[src/rtl/lri_pkg.sv]
package lri_pkg;
    localparam int ADDR_W = 2;

    localparam logic [ADDR_W-1:0] A_CTRL = 2'd0;
    localparam logic [ADDR_W-1:0] A_HOLD = 2'd1;
    localparam logic [ADDR_W-1:0] A_TXM  = 2'd2;
    localparam logic [ADDR_W-1:0] A_RXM  = 2'd3;

    localparam int B_REQ  = 0;
    localparam int B_ARM  = 1;
    localparam int B_BUSY = 2;

    typedef enum logic [1:0] {
        SQ_IDLE    = 2'd0,
        SQ_CLEAR   = 2'd1,
        SQ_RELEASE = 2'd2
    } seq_state_t;
endpackage

[src/rtl/lri_err_qual.sv]
module lri_err_qual #(
    parameter int NT = 8,
    parameter int NR = 8
) (
    input  logic          clk,
    input  logic          rst_n,
    input  logic [NT-1:0] tx_err,
    input  logic [NR-1:0] rx_err,
    input  logic [NT-1:0] tx_mask,
    input  logic [NR-1:0] rx_mask,
    output logic          err_rise
);
    logic [NT-1:0] tx_q;
    logic [NR-1:0] rx_q;
    logic          any_tx, any_rx, any_err, prev_q;

    // per-bit qualification of each error flag by its enable
    for (genvar i = 0; i < NT; i++) begin : g_tx
        assign tx_q[i] = tx_err[i] & tx_mask[i];
    end
    for (genvar j = 0; j < NR; j++) begin : g_rx
        assign rx_q[j] = rx_err[j] & rx_mask[j];
    end

    assign any_tx  = |tx_q;
    assign any_rx  = |rx_q;
    assign any_err = any_tx | any_rx;

    always_ff @(posedge clk) begin
        if (!rst_n) prev_q <= 1'b0;
        else        prev_q <= any_err;
    end

    assign err_rise = any_err & ~prev_q;

    // an edge cannot repeat on back-to-back cycles
    a_r8_single_edge: assert property (@(posedge clk) disable iff (!rst_n)
        err_rise |=> !err_rise);
endmodule

[src/rtl/lri_seq.sv]
module lri_seq
    import lri_pkg::*;
#(
    parameter int HOLD_W   = 8,
    parameter int MIN_HOLD = 4
) (
    input  logic              clk,
    input  logic              rst_n,
    input  logic              sw_req,
    input  logic              err_rise,
    input  logic [HOLD_W-1:0] hold_cfg,
    output logic              sclr,
    output logic              busy,
    output logic              idle,
    output logic              done,
    output logic              done_sw
);
    localparam logic [HOLD_W-1:0] MIN_H = HOLD_W'(MIN_HOLD);
    localparam int LEN_W = HOLD_W + 1;

    seq_state_t        state_q, state_d;
    logic [HOLD_W-1:0] cnt_q, cnt_d, eff_hold;
    logic              sw_q, sw_d;
    logic [LEN_W-1:0]  len_q, len_d;

    assign eff_hold = (hold_cfg < MIN_H) ? MIN_H : hold_cfg;

    always_ff @(posedge clk) begin
        if (!rst_n) begin
            state_q <= SQ_IDLE;
            cnt_q   <= '0;
            sw_q    <= 1'b0;
            len_q   <= '0;
        end else begin
            state_q <= state_d;
            cnt_q   <= cnt_d;
            sw_q    <= sw_d;
            len_q   <= len_d;
        end
    end

    always_comb begin
        state_d = state_q;
        cnt_d   = cnt_q;
        sw_d    = sw_q;
        len_d   = len_q;
        unique case (state_q)
            SQ_IDLE: begin
                len_d = '0;
                if (sw_req || err_rise) begin
                    state_d = SQ_CLEAR;
                    cnt_d   = eff_hold - 1'b1;
                    sw_d    = sw_req;
                end
            end
            SQ_CLEAR: begin
                len_d = len_q + 1'b1;
                if (cnt_q == '0) state_d = SQ_RELEASE;
                else             cnt_d   = cnt_q - 1'b1;
            end
            SQ_RELEASE: state_d = SQ_IDLE;
            default:    state_d = SQ_IDLE;
        endcase
    end

    always_comb begin
        sclr    = (state_q == SQ_CLEAR);
        busy    = (state_q != SQ_IDLE);
        idle    = (state_q == SQ_IDLE);
        done    = (state_q == SQ_RELEASE);
        done_sw = (state_q == SQ_RELEASE) && sw_q;
    end

    // the clear window is never shorter than the floor
    a_r5_min_hold: assert property (@(posedge clk) disable iff (!rst_n)
        $fell(sclr) |-> (len_q >= LEN_W'(MIN_HOLD)));
    // release lasts one cycle and leads to idle
    a_r6_release_once: assert property (@(posedge clk) disable iff (!rst_n)
        (state_q == SQ_RELEASE) |=> (state_q == SQ_IDLE));
    // the clear always ends through the release state
    a_r6_clear_to_release: assert property (@(posedge clk) disable iff (!rst_n)
        $fell(sclr) |-> (state_q == SQ_RELEASE));
endmodule

[src/rtl/lri_regs.sv]
module lri_regs
    import lri_pkg::*;
#(
    parameter int DW       = 8,
    parameter int HOLD_W   = 8,
    parameter int NT       = 8,
    parameter int NR       = 8,
    parameter int HOLD_RST = 8
) (
    input  logic              clk,
    input  logic              rst_n,
    input  logic              we,
    input  logic              re,
    input  logic [ADDR_W-1:0] addr,
    input  logic [DW-1:0]     wdata,
    input  logic              busy,
    input  logic              idle,
    input  logic              seq_done,
    input  logic              done_sw,
    input  logic              sysref_seen,
    output logic [DW-1:0]     rdata,
    output logic              sw_req,
    output logic              arm_q,
    output logic [HOLD_W-1:0] hold_q,
    output logic [NT-1:0]     txm_q,
    output logic [NR-1:0]     rxm_q
);
    logic          link_q;
    logic          wr_ctrl;
    logic [DW-1:0] rd_mux;

    assign wr_ctrl = we && (addr == A_CTRL);
    assign sw_req  = wr_ctrl && wdata[B_REQ] && idle;

    always_ff @(posedge clk) begin
        if (!rst_n)                   link_q <= 1'b0;
        else if (sw_req)              link_q <= 1'b1;
        else if (seq_done && done_sw) link_q <= 1'b0;
    end

    always_ff @(posedge clk) begin
        if (!rst_n)                       arm_q <= 1'b0;
        else if (wr_ctrl && wdata[B_ARM]) arm_q <= 1'b1;
        else if (sysref_seen)             arm_q <= 1'b0;
    end

    always_ff @(posedge clk) begin
        if (!rst_n) begin
            hold_q <= HOLD_W'(HOLD_RST);
            txm_q  <= '0;
            rxm_q  <= '0;
        end else if (we) begin
            if (addr == A_HOLD) hold_q <= wdata[HOLD_W-1:0];
            if (addr == A_TXM)  txm_q  <= wdata[NT-1:0];
            if (addr == A_RXM)  rxm_q  <= wdata[NR-1:0];
        end
    end

    always_comb begin
        rd_mux = '0;
        unique case (addr)
            A_CTRL: begin
                rd_mux[B_REQ]  = link_q;
                rd_mux[B_ARM]  = arm_q;
                rd_mux[B_BUSY] = busy;
            end
            A_HOLD:  rd_mux[HOLD_W-1:0] = hold_q;
            A_TXM:   rd_mux[NT-1:0]     = txm_q;
            default: rd_mux[NR-1:0]     = rxm_q;
        endcase
    end

    always_ff @(posedge clk) begin
        if (!rst_n)  rdata <= '0;
        else if (re) rdata <= rd_mux;
    end

    // a request written while busy does not set the bit
    a_r7_busy_req_dropped: assert property (@(posedge clk) disable iff (!rst_n)
        (busy && wr_ctrl && wdata[B_REQ] && !link_q) |=> !link_q);
    // completion of a software sequence clears the request
    a_r2_sw_done_clears: assert property (@(posedge clk) disable iff (!rst_n)
        (seq_done && done_sw) |=> !link_q);
    // an error-started sequence never shows the request
    a_r4_err_no_req: assert property (@(posedge clk) disable iff (!rst_n)
        (seq_done && !done_sw) |-> !link_q);
    // the arm flag moves only on its own write or seen edge
    a_r10_arm_held: assert property (@(posedge clk) disable iff (!rst_n)
        (!(wr_ctrl && wdata[B_ARM]) && !sysref_seen) |=> (arm_q == $past(arm_q)));
endmodule

[src/rtl/lnk_reinit_ctrl.sv]
module lnk_reinit_ctrl
    import lri_pkg::*;
#(
    parameter int DW       = 8,
    parameter int HOLD_W   = 8,
    parameter int NT       = 8,
    parameter int NR       = 8,
    parameter int MIN_HOLD = 4,
    parameter int HOLD_RST = 8
) (
    input  logic              clk,
    input  logic              rst_n,
    input  logic              csr_we,
    input  logic              csr_re,
    input  logic [ADDR_W-1:0] csr_addr,
    input  logic [DW-1:0]     csr_wdata,
    output logic [DW-1:0]     csr_rdata,
    input  logic [NT-1:0]     tx_err_in,
    input  logic [NR-1:0]     rx_err_in,
    input  logic              sysref_seen,
    output logic              tl_ll_sclr,
    output logic              reinit_busy,
    output logic              sysref_arm
);
    logic              sw_req, err_rise, idle, done, done_sw;
    logic [HOLD_W-1:0] hold_q;
    logic [NT-1:0]     txm_q;
    logic [NR-1:0]     rxm_q;

    lri_regs #(
        .DW(DW), .HOLD_W(HOLD_W), .NT(NT), .NR(NR), .HOLD_RST(HOLD_RST)
    ) u_regs (
        .clk(clk), .rst_n(rst_n), .we(csr_we), .re(csr_re),
        .addr(csr_addr), .wdata(csr_wdata),
        .busy(reinit_busy), .idle(idle), .seq_done(done), .done_sw(done_sw),
        .sysref_seen(sysref_seen), .rdata(csr_rdata), .sw_req(sw_req),
        .arm_q(sysref_arm), .hold_q(hold_q), .txm_q(txm_q), .rxm_q(rxm_q)
    );

    lri_err_qual #(.NT(NT), .NR(NR)) u_qual (
        .clk(clk), .rst_n(rst_n), .tx_err(tx_err_in), .rx_err(rx_err_in),
        .tx_mask(txm_q), .rx_mask(rxm_q), .err_rise(err_rise)
    );

    lri_seq #(.HOLD_W(HOLD_W), .MIN_HOLD(MIN_HOLD)) u_seq (
        .clk(clk), .rst_n(rst_n), .sw_req(sw_req), .err_rise(err_rise),
        .hold_cfg(hold_q), .sclr(tl_ll_sclr), .busy(reinit_busy),
        .idle(idle), .done(done), .done_sw(done_sw)
    );

    // the clear is only ever driven inside a busy window
    a_r1_sclr_in_busy: assert property (@(posedge clk) disable iff (!rst_n)
        tl_ll_sclr |-> reinit_busy);
    // a trigger seen during busy does not extend the window
    a_r7_no_restart: assert property (@(posedge clk) disable iff (!rst_n)
        (reinit_busy && !tl_ll_sclr) |=> !tl_ll_sclr);
endmodule

[config.mk]
export PLATFORM = sky130hd
export DESIGN_NAME = lnk_reinit_ctrl
export DESIGN_NICKNAME = d
export VERILOG_FILES = /design/src/rtl/lri_pkg.sv /design/src/rtl/lri_err_qual.sv /design/src/rtl/lri_seq.sv /design/src/rtl/lri_regs.sv /design/src/rtl/lnk_reinit_ctrl.sv
export SDC_FILE = /design/constraint.sdc
export NUM_CORES = 1
export LEC_CHECK = 0
export BUFFER_PORTS_ARGS = -buffer_cell sky130_fd_sc_hd__buf_2
export CORE_MARGIN = 3
export CORE_UTILIZATION = 59
export CTS_CLUSTER_SIZE = 14
export DETAILED_ROUTE_END_ITERATION = 8
export PLACE_DENSITY_LB_ADDON = 0.25
export SLEW_MARGIN = 10
export SYNTH_ARGS = -nofsm -noshare
export SYNTH_HDL_FRONTEND = slang
export SYNTH_SLANG_ARGS = --single-unit
export TNS_END_PERCENT = 20
[constraint.sdc]
create_clock -name clk -period 6.6 [get_ports clk]
set_clock_uncertainty 0.2 [all_clocks]
set_input_delay 1.98 -clock clk [delete_from_list [all_inputs] [get_ports clk]]
set_output_delay 1.98 -clock clk [all_outputs]
set_load 0.005 [all_outputs]
=== After elaboration in Yosys (flattened, before gate mapping) ===
Cells that the tools add are included.

* Register bits: 46
* Word-level logic and storage cells: 75

* Add/subtract/negate cells: 2
* Equality and inequality tests: 8
* Reductions and logical operators: 22
* Order comparisons: 1
* Mux-type cells: 13
* Bitwise logic cells: 19

{| class="wikitable"
|+ Operators by type and width
! cell !! number
|-
| $mux W8 || 3
|-
| $and A1 B1 Y1 || 17
|-
| $pmux W8 S2 || 1
|-
| $reduce_or A8 Y1 || 2
|-
| $sub A8 B1 Y8 const B || 2
|-
| $pmux W5 S3 || 1
|-
| $reduce_and A2 Y1 || 5
|-
| $pmux W3 S3 || 1
|-
| $logic_not A8 Y1 || 1
|-
| $lt A8 B3 Y1 const B || 1
|-
| $reduce_bool A2 Y1 || 4
|-
| $eq A2 B2 Y1 const B || 3
|-
| $logic_and A1 B1 Y1 || 6
|-
| $eq A2 B1 Y1 const B || 2
|-
| $logic_not A2 Y1 || 2
|-
| $mux W1 || 4
|-
| $mux W2 || 2
|-
| $ne A2 B1 Y1 const B || 2
|-
| $pmux W2 S2 || 1
|-
| $reduce_and A3 Y1 || 1
|-
| $ne A2 B2 Y1 const B || 1
|-
| $logic_or A1 B1 Y1 || 1
|-
| $not A1 Y1 || 1
|-
| $or A1 B1 Y1 || 1
|}

=== Longest topological paths before layout ===
Gate-level depths: netlist of the first run.

* Depth in word-level cells: 7
* Mapped depth: 9
* Mapped depth without buffers: 8

=== Modules after synthesis ===
From an unflattened synthesis of the first run, not the netlist that was laid out.

* Cells, all modules: 255
* Area, all modules: 2,431.1 sq um

{| class="wikitable"
|+ Modules (own cells, without submodules)
! module !! cells an instance !! area each (sq um) !! instances !! seq. area each (sq um)
|-
| lri_regs || 144 || 1,507.7 || 1 || 680.7
|-
| lri_seq || 99 || 789.5 || 1 || 220.2
|-
| lri_err_qual || 12 || 133.9 || 1 || 20.0
|}

=== Worst setup path before layout of the first run ===
No wires, ideal clock.

* Path type: input to register
* From: input port tx_err_in[4]
* To: register u_seq.cnt_q[2]
* Data arrival time: 3.439 ns
* Setup slack: 2.841 ns
* Cell stages on the path: 6
* Library setup time: 0.120 ns
* Cell sequence: a22o_1 a221oi_1 and4_1 o221ai_1 o221a_2 o31a_1

* Cells in the longest elaborated chain, start to end: 7

{| class="wikitable"
|+ RTL lines
! element !! RTL line !! RTL
|-
| start: declaration || lnk_reinit_ctrl.sv:18 || <nowiki>input logic [NT-1:0] tx_err_in,</nowiki>
|-
| $and A1 B1 Y1 || lri_err_qual.sv:19 || <nowiki>assign tx_q[i] = tx_err[i] & tx_mask[i];</nowiki>
|-
| $reduce_or A8 Y1 || lri_err_qual.sv:25 || <nowiki>assign any_tx = |tx_q;</nowiki>
|-
| $or A1 B1 Y1 || lri_err_qual.sv:27 || <nowiki>assign any_err = any_tx | any_rx;</nowiki>
|-
| $and A1 B1 Y1 || lri_err_qual.sv:34 || <nowiki>assign err_rise = any_err & ~prev_q;</nowiki>
|-
| $logic_or A1 B1 Y1 || lri_seq.sv:50 || <nowiki>if (sw_req || err_rise) begin</nowiki>
|-
| $ne A2 B1 Y1 (no line) || - ||
|-
| $reduce_and A3 Y1 (no line) || - ||
|-
| end signal: assignment || lri_seq.sv:36 || <nowiki>cnt_q <= cnt_d;</nowiki>
|-
| end: declaration || lri_seq.sv:22 || <nowiki>logic [HOLD_W-1:0] cnt_q, cnt_d, eff_hold;</nowiki>
|}

Every way passes these cells.
A chain may end at the register's enable or synchronous reset.

=== Worst setup path in the final report of the first run ===
* From: input port tx_err_in[5]
* To: register u_seq.cnt_q[2]

The elaborated chain is that of the path after synthesis.

==> results.ini, run 1 <==
[worst_setup_path]
r2r-end=u_seq.cnt_q[6]
rrSetupSlack_ps=3830
slowest_stage=o221ai_1
ff2ff_path_depth=8
crit_path_end_kind=flop
crit_chain=buf_2 -> a22o_1 -> a221oi_1 -> and4_1 -> o221ai_1 -> o221a_2 -> o31a_1
startpoint_type=input pin
cp.required_ps=6590
critPathKind=input pin to flop
slowest_delay_ps=540
critPathMaxFanout=16
reg2reg_from=u_seq.state_q[1]
cp.arrival_ps=4130

[route]
wirelength_um=5340
viasPerCell=6.02
drtIter0Drc=181
ant_nets=0
drc=0
wire_per_inst_um=16.0
vias=2011
drt_pass1_iterations=4

[die]
start_util=0.618
die_h_um=68.4
core_mm2=0.00372
dieArea_mm2=0.00468
ioPinCount=42
rows=22
die_w_um=68.4

[placed_design]
numPortBuffers=41
gp_congestion=0.891
place_hpwl_um=3900
post-place-ws_ps=2150

[timing]
setup_slack_ps=2460
rsz0062_at_grt=false
fin_crit_ps=4140
tightestPinTransition_ps=1180
post-route-period-util=0.628
whs_ps=282
relSlewSlack=0.210
setup_tns_ps=0
max_freq_mhz=241
slew_violations=0
setup_viol=0
hold_viol=0

[cts]
hold_buffers=0
insertion_delay_ps=300
cts_sinks=46
post_cts_resized=0
cts_max_level=2
clkTransAtPathRegs_ps=80
root_buffer=clkbuf_8
cts_tree=built
post_cts_buffers=0
cts.path.max_buffers=2
cts_made_buffers=5

[yosys]
synth_top_cell_by_area=dfxtp_1
ys_ff_latch=46
synth_ff_type=dfxtp_1
synth_edf_count=0
synth_cell_type_count=42
syn_area_mm2=0.00230
syn_nets=284
syn_area_per_cell_um2=9.11
synth-warning-count=0
synth_top_area_frac=0.401
synth_area_leaders=dfxtp_1, nand2_1, a21boi_0
syn_inst=252
netlist_top_cells_count=dfxtp_1, nand2_1, a21boi_0
yosys.cell_count.top_type=dfxtp_1
async_flop_share=0
ys_seq_area_frac=0.401

[power_and_ir_drop]
switching_share=0.307
p_per_area_mw_per_mm2=285
p_int_mw=0.517
switching_power_mw=0.229
p_seq_frac=0.446
combPwrFrac=0.267
p_leak_nw=1.13
vdd_ir_drop_max_uv=158
p_clk_frac=0.287

[global_routing]
grt_pass1_vias=1837
grt_pass1_wl_um=8560
grt_overflow=0
grtUsageTotal=0.247
grt_max_degree=47
grt_antenna_before_repair=0

[min_path]
worstHoldEndpoint=u_regs.rdata[6]
hold_path_depth=1
hold_path_class=flop to flop
hp-start=u_regs.rdata[6]

[layout]
multi_input_area_mm2=0.00131
fin_util=0.705
finalNetCount=318
antenna_cells=0
area_delta_synth_final_pct=14.1
regArea_um2=921
drive_gt1_frac=0.213
fillers=310

[job]
drv_cap=0

[outcome]
outcome=finished, final reports clean

## power groups by stage
stage	registers (mW)	clock network [mW]	logic, mW
3_5_place_dp	0.339	0	0.196
3_3_place_gp	0.338	0	0.192
5_1_grt	0.337	0.226	0.218
2_1_floorplan	0.332	0	0.153
4_1_cts	0.332	0.216	0.198
6_report	0.333	0.214	0.199
## stage by stage
step	power, mW	instance area, µm²	std cells
floorplan	0.485	2300	252
global placement	0.530	2510	327
global route	0.781	2620	334
finish	0.746	2620	334
CTS	0.746	2620	334
detailed placement	0.535	2510	327
## how the worst max path moves through the flow
| stage | start | endpoint | slack [ps] | cells past startpoint |
|---|---|---|---|---|
| 2_1_floorplan | tx_err_in[4] | u_seq.cnt_q[2] | 2840 | 6 |
| 3_3_place_gp | tx_err_in[5] | u_seq.cnt_q[3] | 2160 | 7 |
| 3_5_place_dp | tx_err_in[5] | u_seq.cnt_q[2] | 2150 | 7 |
| 4_1_cts | tx_err_in[5] | u_seq.cnt_q[2] | 2460 | 7 |
| 5_1_grt | tx_err_in[1] | u_seq.cnt_q[3] | 2350 | 7 |
| 6_report | tx_err_in[5] | u_seq.cnt_q[2] | 2460 | 7 |
## metal layers
metal,global-route usage,vias up,share of wire
met3,0.0591,14,0.063
met2,0.398,70,0.46
met5,0,-,0
met1,0.321,946,0.46
met4,0.0868,0,0.021
li1,-,981,-
## sequential cells by signal, indices dropped and copies added (netlist names)
name / flops
u_regs.rdata: 8
u_regs.txm_q: 8
u_qual.prev_q: 1
u_regs.rxm_q: 8
u_seq.cnt_q: 8
u_seq.state_q: 2
u_regs.hold_q: 8
u_regs.arm_q: 1
u_seq.sw_q: 1
u_regs.link_q: 1
## critical path, delay by kind of cell
kind                   cells  cell delay [ps]
AOI/OAI and AO/OA          5             1760
and+or+nand+nor            1              300
buffers and inverters      1               90
## cell type report
class	instances	area share
timing repair buffer	41	0.0784
sequential	46	0.352
clock inverter	1	0.0115
multi-input combinational	188	0.498
inverter	4	0.00573
tap	48	0.0229
clock buffer	6	0.0315
## cell usage in the layout, fill, tap and decap left out, types with 6 or more instances in the layout
cell type   n
dfxtp_1    46
nand2_1    43
mux2i_1    13
nand3_1    11
buf_2      41
o21ai_0     6
nor2b_1    17
o211a_1     6
clkbuf_8    6
nor2_1      8
nand2b_1    6
a21boi_0   19
## kinds of logic after synthesis
group | Yosys count | share of synthesized area
compound gates | 66 | 0.235
xor+xnor | 1 | 0.00382
fa+ha+maj | 1 | 0.00545
buf+inv | 18 | 0.0305
flops | 46 | 0.401
mux | 21 | 0.111
simple gates | 99 | 0.214
No activity file was read; power rests on OpenSTA's default activity.
==> inputs of run 2 (changes only) <==
--- a/config.mk
+++ b/config.mk
@@ -5,9 +5,10 @@
 export SDC_FILE = /design/constraint.sdc
 export NUM_CORES = 1
 export LEC_CHECK = 0
+export ABC_AREA = 1
 export BUFFER_PORTS_ARGS = -buffer_cell sky130_fd_sc_hd__buf_2
 export CORE_MARGIN = 3
-export CORE_UTILIZATION = 59
+export CORE_UTILIZATION = 55
 export CTS_CLUSTER_SIZE = 14
 export DETAILED_ROUTE_END_ITERATION = 8
 export PLACE_DENSITY_LB_ADDON = 0.25
==> constraint.sdc (replaced) <==
create_clock -name clk -period 3.95 [get_ports clk]
set_clock_uncertainty 0.2 [all_clocks]
set_input_delay 1.185 -clock clk [delete_from_list [all_inputs] [get_ports clk]]
set_output_delay 1.185 -clock clk [all_outputs]
set_load 0.005 [all_outputs]
==> run 2 against run 1 <==
Sequential power up 70%. Die area up 4.9%. Total power up 75%. Hold slack worse by 9.2 ps. Combinational power up 94%. Register-to-register slack worse by 2000 ps. Area after synthesis down 1.7%. Non-clock buffer count up 1.
==> results.ini, run 2 <==
[yosys]
syn_area_per_cell_um2=6.58
syn_inst=343
yosys.area_share.simple=0.340
ys_seq_area_frac=0.408
async_flop_share=0
synth_ff_type=dfxtp_1
synth-warning-count=0
synth_edf_count=0
synth-xor-area-share=0
synth_top_family_by_area=simple AND/OR/NAND/NOR gates
synth_mux_area_frac=0
syn_area_mm2=0.00226
synth_top_area_frac=0.408
yosys.cell_count.top_type=nand2_1
synth_area_leaders=dfxtp_1, nand2_1, a21oi_1
syn_nets=375
synth_adder_area_share=0.00555
netlist_top_cells_count=nand2_1, dfxtp_1, nor2_1
synth_compound_area_frac=0.170
ys_ff_latch=46
synth_cell_type_count=25
synth_top_cell_by_area=dfxtp_1

[route]
drt_pass1_iterations=4
viasPerCell=5.34
wirelength_um=5670
ant_nets=0
vias=2296
drtIter0Drc=188
drc=0
wire_per_inst_um=13.2

[timing]
tightestPinTransition_ps=534
setup_viol=0
post-route-period-util=0.647
max_freq_mhz=391
rsz0062_at_grt=false
hold_viol=0
relSlewSlack=0.642
fin_crit_ps=2560
setup_slack_ps=1390
slew_violations=0
setup_tns_ps=0

[outcome]
outcome=finished, final reports clean

[placed_design]
post-place-ws_ps=1150
place_hpwl_um=4210
gp_congestion=0.858
numPortBuffers=41

[cts]
cts_sinks=46
post_cts_buffers=0
post_cts_resized=0
cts_made_buffers=5
cts_tree=built
hold_buffers=0
clkTransAtPathRegs_ps=80
root_buffer=clkbuf_8
insertion_delay_ps=300
cts_max_level=2
cts.path.max_buffers=2

[die]
dieArea_mm2=0.00491
die_h_um=70.0
die_w_um=70.0
core_mm2=0.00380
rows=22
start_util=0.594
ioPinCount=42

[global_routing]
grt_pass1_vias=2115
grt_max_degree=29
grt_antenna_before_repair=0
grtUsageTotal=0.239
grt_overflow=0
grt_pass1_wl_um=9530

[min_path]
worstHoldEndpoint=u_seq.sw_q
hold_path_class=flop to flop
hp-start=u_seq.sw_q
hold_path_depth=2

[layout]
area_delta_synth_final_pct=15.0
layout_commonest_cell=nand2_1
antenna_cells=0
finalNetCount=413
mostFrequentLayoutCells=nand2_1, dfxtp_1, buf_2
drive_gt1_frac=0.175

[worst_setup_path]
reg2reg_from=u_seq.state_q[0]
rrSetupSlack_ps=1830
crit_path_end_kind=output port
ff2ff_path_depth=12
slowest_delay_ps=440
critPathMaxFanout=8
r2r-end=u_seq.cnt_q[4]
startpoint_type=flop
slowest_stage=dfxtp_1
crit_chain=inv_2 -> nor2_4 -> buf_2
cp.required_ps=2560
critPathKind=flop to output port
cp.arrival_ps=1170

[power_and_ir_drop]
vdd_ir_drop_max_uv=308
p_per_area_mw_per_mm2=502
p_leak_nw=1.19

[job]
drv_cap=0

[run 2: logic make-up after synthesis]
kind of cell	Yosys count
and+or+nand+nor	182
AOI/OAI and AO/OA	69
DFF	46
buffers and inverters	45
adders and majority gates	1
[run 2: worst max-delay path by stage]
stage	from	end	slack, ps	depth (start not counted)
floorplan	csr_we	u_seq.cnt_q[4]	1670	10
global placement	rst_n	u_seq.state_q[1]	1180	3
detailed placement	rst_n	u_seq.state_q[1]	1150	3
CTS	u_seq.state_q[0]	tl_ll_sclr	1410	3
global route	rst_n	u_seq.state_q[1]	1300	3
finish	u_seq.state_q[0]	tl_ll_sclr	1390	3
[run 2: power breakdown]
group          switching [mW]  internal, mW  leakage (nW)
Combinational           0.251         0.135         0.759
Clock                   0.162         0.189        0.0514
Sequential             0.0457         0.520         0.377
Total                   0.459         0.844          1.19
[run 2: metal layers]
metal / vias up / GRT usage / wire length, µm
met2: 76 / 0.401 / 2610
met4: 0 / 0.0553 / 74
li1: 1192 / - / -
met3: 9 / 0.0576 / 388
met5: - / 0 / 0
met1: 1019 / 0.309 / 2600
[run 2: final cells by class]
cell class / count / area (µm²)
flip-flops and latches: 46 / 921
clock buffers: 6 / 72.6
repair buffers: 42 / 213
fillers: 362 / 1200
inverters: 34 / 128
well taps: 48 / 60.1
multi-input cells: 252 / 1160
clock inverters: 2 / 37.5
[run 2: worst max-delay path, delay by kind of cell (launching register included)]
| family | cells | cell delay [ps] |
|---|---|---|
| flip-flops | 1 | 440 |
| AND/OR/NAND/NOR | 1 | 190 |
| buffers and inverters | 2 | 240 |
[run 2: metrics by stage]
stage	std cells	utilization	power, mW	hold WS, ps	instance area [µm²]
2_1_floorplan	343	-	0.853	240	2260
3_3_place_gp	422	0.654	0.944	252	2480
3_5_place_dp	422	0.654	0.952	259	2480
4_1_cts	430	0.683	1.30	271	2590
5_1_grt	430	0.683	1.39	300	2590
6_report	430	0.683	1.30	273	2590
==> inputs of run 3 (changes only) <==
--- a/config.mk
+++ b/config.mk
@@ -8,7 +8,7 @@
 export ABC_AREA = 1
 export BUFFER_PORTS_ARGS = -buffer_cell sky130_fd_sc_hd__buf_2
 export CORE_MARGIN = 3
-export CORE_UTILIZATION = 55
+export CORE_UTILIZATION = 49
 export CTS_CLUSTER_SIZE = 14
 export DETAILED_ROUTE_END_ITERATION = 8
 export PLACE_DENSITY_LB_ADDON = 0.25
==> constraint.sdc (replaced) <==
create_clock -name clk -period 2.08 [get_ports clk]
set_clock_uncertainty 0.2 [all_clocks]
set_input_delay 0.624 -clock clk [delete_from_list [all_inputs] [get_ports clk]]
set_output_delay 0.624 -clock clk [all_outputs]
set_load 0.005 [all_outputs]
==> run 3 against run 2 <==
Worst setup slack worse by 1300 ps. Total power up 79%. Die area rose by 11%. Core utilization is 9.0 points lower. Combinational power rose by 91%. Via count decreased by 0.48%. Critical path depth did not move. Sequential power up 89%. Largest cell class unchanged. Largest power group unchanged. Highest routed layer unchanged.
==> results.ini, run 3 (synthesis gave the netlist of run 2 again) <==
[cts]
clkTransAtPathRegs_ps=80
root_buffer=clkbuf_8
cts.path.max_buffers=2
cts_tree=built
cts_made_buffers=5
post_cts_resized=0
insertion_delay_ps=300
cts_max_level=2
hold_buffers=0
cts_sinks=46
post_cts_buffers=0

[worst_setup_path]
slowest_delay_ps=410
reg2reg_from=u_seq.state_q[0]
crit_buf_inv=2
rrSetupSlack_ps=140
critPathLaunch=u_seq.state_q[0]
crit_cells=3
cp.required_ps=1260
critPathMaxFanout=8
startpoint_type=flop
crit_chain=inv_2 -> nor2_4 -> buf_2
ff2ff_path_depth=12
critPathKind=flop to output port
crit_path_end_kind=output port
slowest_stage=dfxtp_1
cp.arrival_ps=1130
cpLargestDelayFamily=flip-flops
r2r-end=u_seq.cnt_q[4]
crit_end=tl_ll_sclr

[outcome]
outcome=finished, final reports clean

[route]
wirelength_um=5560
viasPerCell=5.19
ant_nets=0
drc=0
wire_per_inst_um=12.6
drt_pass1_iterations=5
drtIter0Drc=158
vias=2285

[layout]
mostFrequentLayoutCells=nand2_1, dfxtp_1, buf_2
finalNetCount=420
fillers=435
area_delta_synth_final_pct=16.0
layout_commonest_cell=nand2_1
multi_input_area_mm2=0.00116
antenna_cells=0
regArea_um2=921
drive_gt1_frac=0.186

[global_routing]
grt_overflow=0
grtUsageTotal=0.221
grt_pass1_wl_um=9340
grt_antenna_before_repair=0
grt_pass1_vias=2050
grt_max_degree=28

[die]
ioPinCount=42
core_mm2=0.00441
rows=24
die_w_um=73.9
dieArea_mm2=0.00545
start_util=0.511
die_h_um=73.9

[timing]
post-route-period-util=0.940
max_freq_mhz=511
slew_violations=0
setup_tns_ps=0
setup_viol=0
relSlewSlack=0.748
rsz0062_at_grt=false
tightestPinTransition_ps=377
hold_viol=0
fin_crit_ps=1960

[power_and_ir_drop]
vdd_ir_drop_max_uv=417
p_per_area_mw_per_mm2=890
total_power_mw=2.33
p_leak_nw=1.21

[placed_design]
numPortBuffers=41
place_hpwl_um=4290
gp_congestion=0.905

[job]
drv_cap=0

[min_path]
hold_path_class=flop to flop

==> run 3: where the power goes <==
part / total (mW) / internal [mW] / leakage [nW] / switching, mW
registers: 1.07 / 0.987 / 0.377 / 0.0833
logic: 0.737 / 0.268 / 0.793 / 0.469
clock network: 0.523 / 0.232 / 0.0383 / 0.291
total: 2.33 / 1.49 / 1.21 / 0.843
==> run 3: metal layers <==
| metal | global-route usage | up-vias | part of all wire |
|---|---|---|---|
| met5 | 0 | - | 0 |
| met4 | 0.0724 | 0 | 0.0099 |
| met3 | 0.0342 | 5 | 0.054 |
| met2 | 0.360 | 65 | 0.47 |
| met1 | 0.298 | 1021 | 0.46 |
| li1 | - | 1194 | - |
==> run 3: worst min-delay path by stage <==
stage | from | cells past startpoint | slack (ps) | endpoint
6_report | u_seq.sw_q | 2 | 270 | u_seq.sw_q
5_1_grt | u_seq.sw_q | 2 | 290 | u_seq.sw_q
3_3_place_gp | u_seq.sw_q | 2 | 250 | u_seq.sw_q
3_5_place_dp | u_seq.sw_q | 2 | 260 | u_seq.sw_q
4_1_cts | u_seq.sw_q | 2 | 280 | u_seq.sw_q
2_1_floorplan | u_seq.sw_q | 2 | 240 | u_seq.sw_q
==> run 3: cell type report <==
class / instances / area share
Clock buffer: 7 / 0.0292
Inverter: 34 / 0.0488
Multi-Input combinational cell: 252 / 0.444
Sequential cell: 46 / 0.352
Tap cell: 52 / 0.0249
Timing Repair Buffer: 49 / 0.101
==> run 3: worst reg2reg max path, stage by stage, from the launching register on <==
cell	delay (ps)
dfxtp_1	410
inv_2	80
nor2_4	190
nor2_1	60
nand2_1	60
nand2_1	80
inv_1	80
ha_1	230
nand2_1	90
o21ai_0	150
nand2_1	70
nor2_1	90
nor2_1	40
==> run 3: stage by stage <==
| stage | worst slack, ps | cells | hold WS [ps] | cell area, µm² | utilization |
|---|---|---|---|---|---|
| final | 125 | 440 | 272 | 2620 | 0.593 |
| after CTS | 115 | 440 | 275 | 2620 | 0.593 |
| after global placement | 78.0 | 433 | 254 | 2540 | 0.576 |
| after global routing | 1.92 | 440 | 293 | 2620 | 0.593 |
| after detailed placement | 59.3 | 433 | 264 | 2540 | 0.576 |
| after floorplan | 300 | 343 | 240 | 2260 | - |
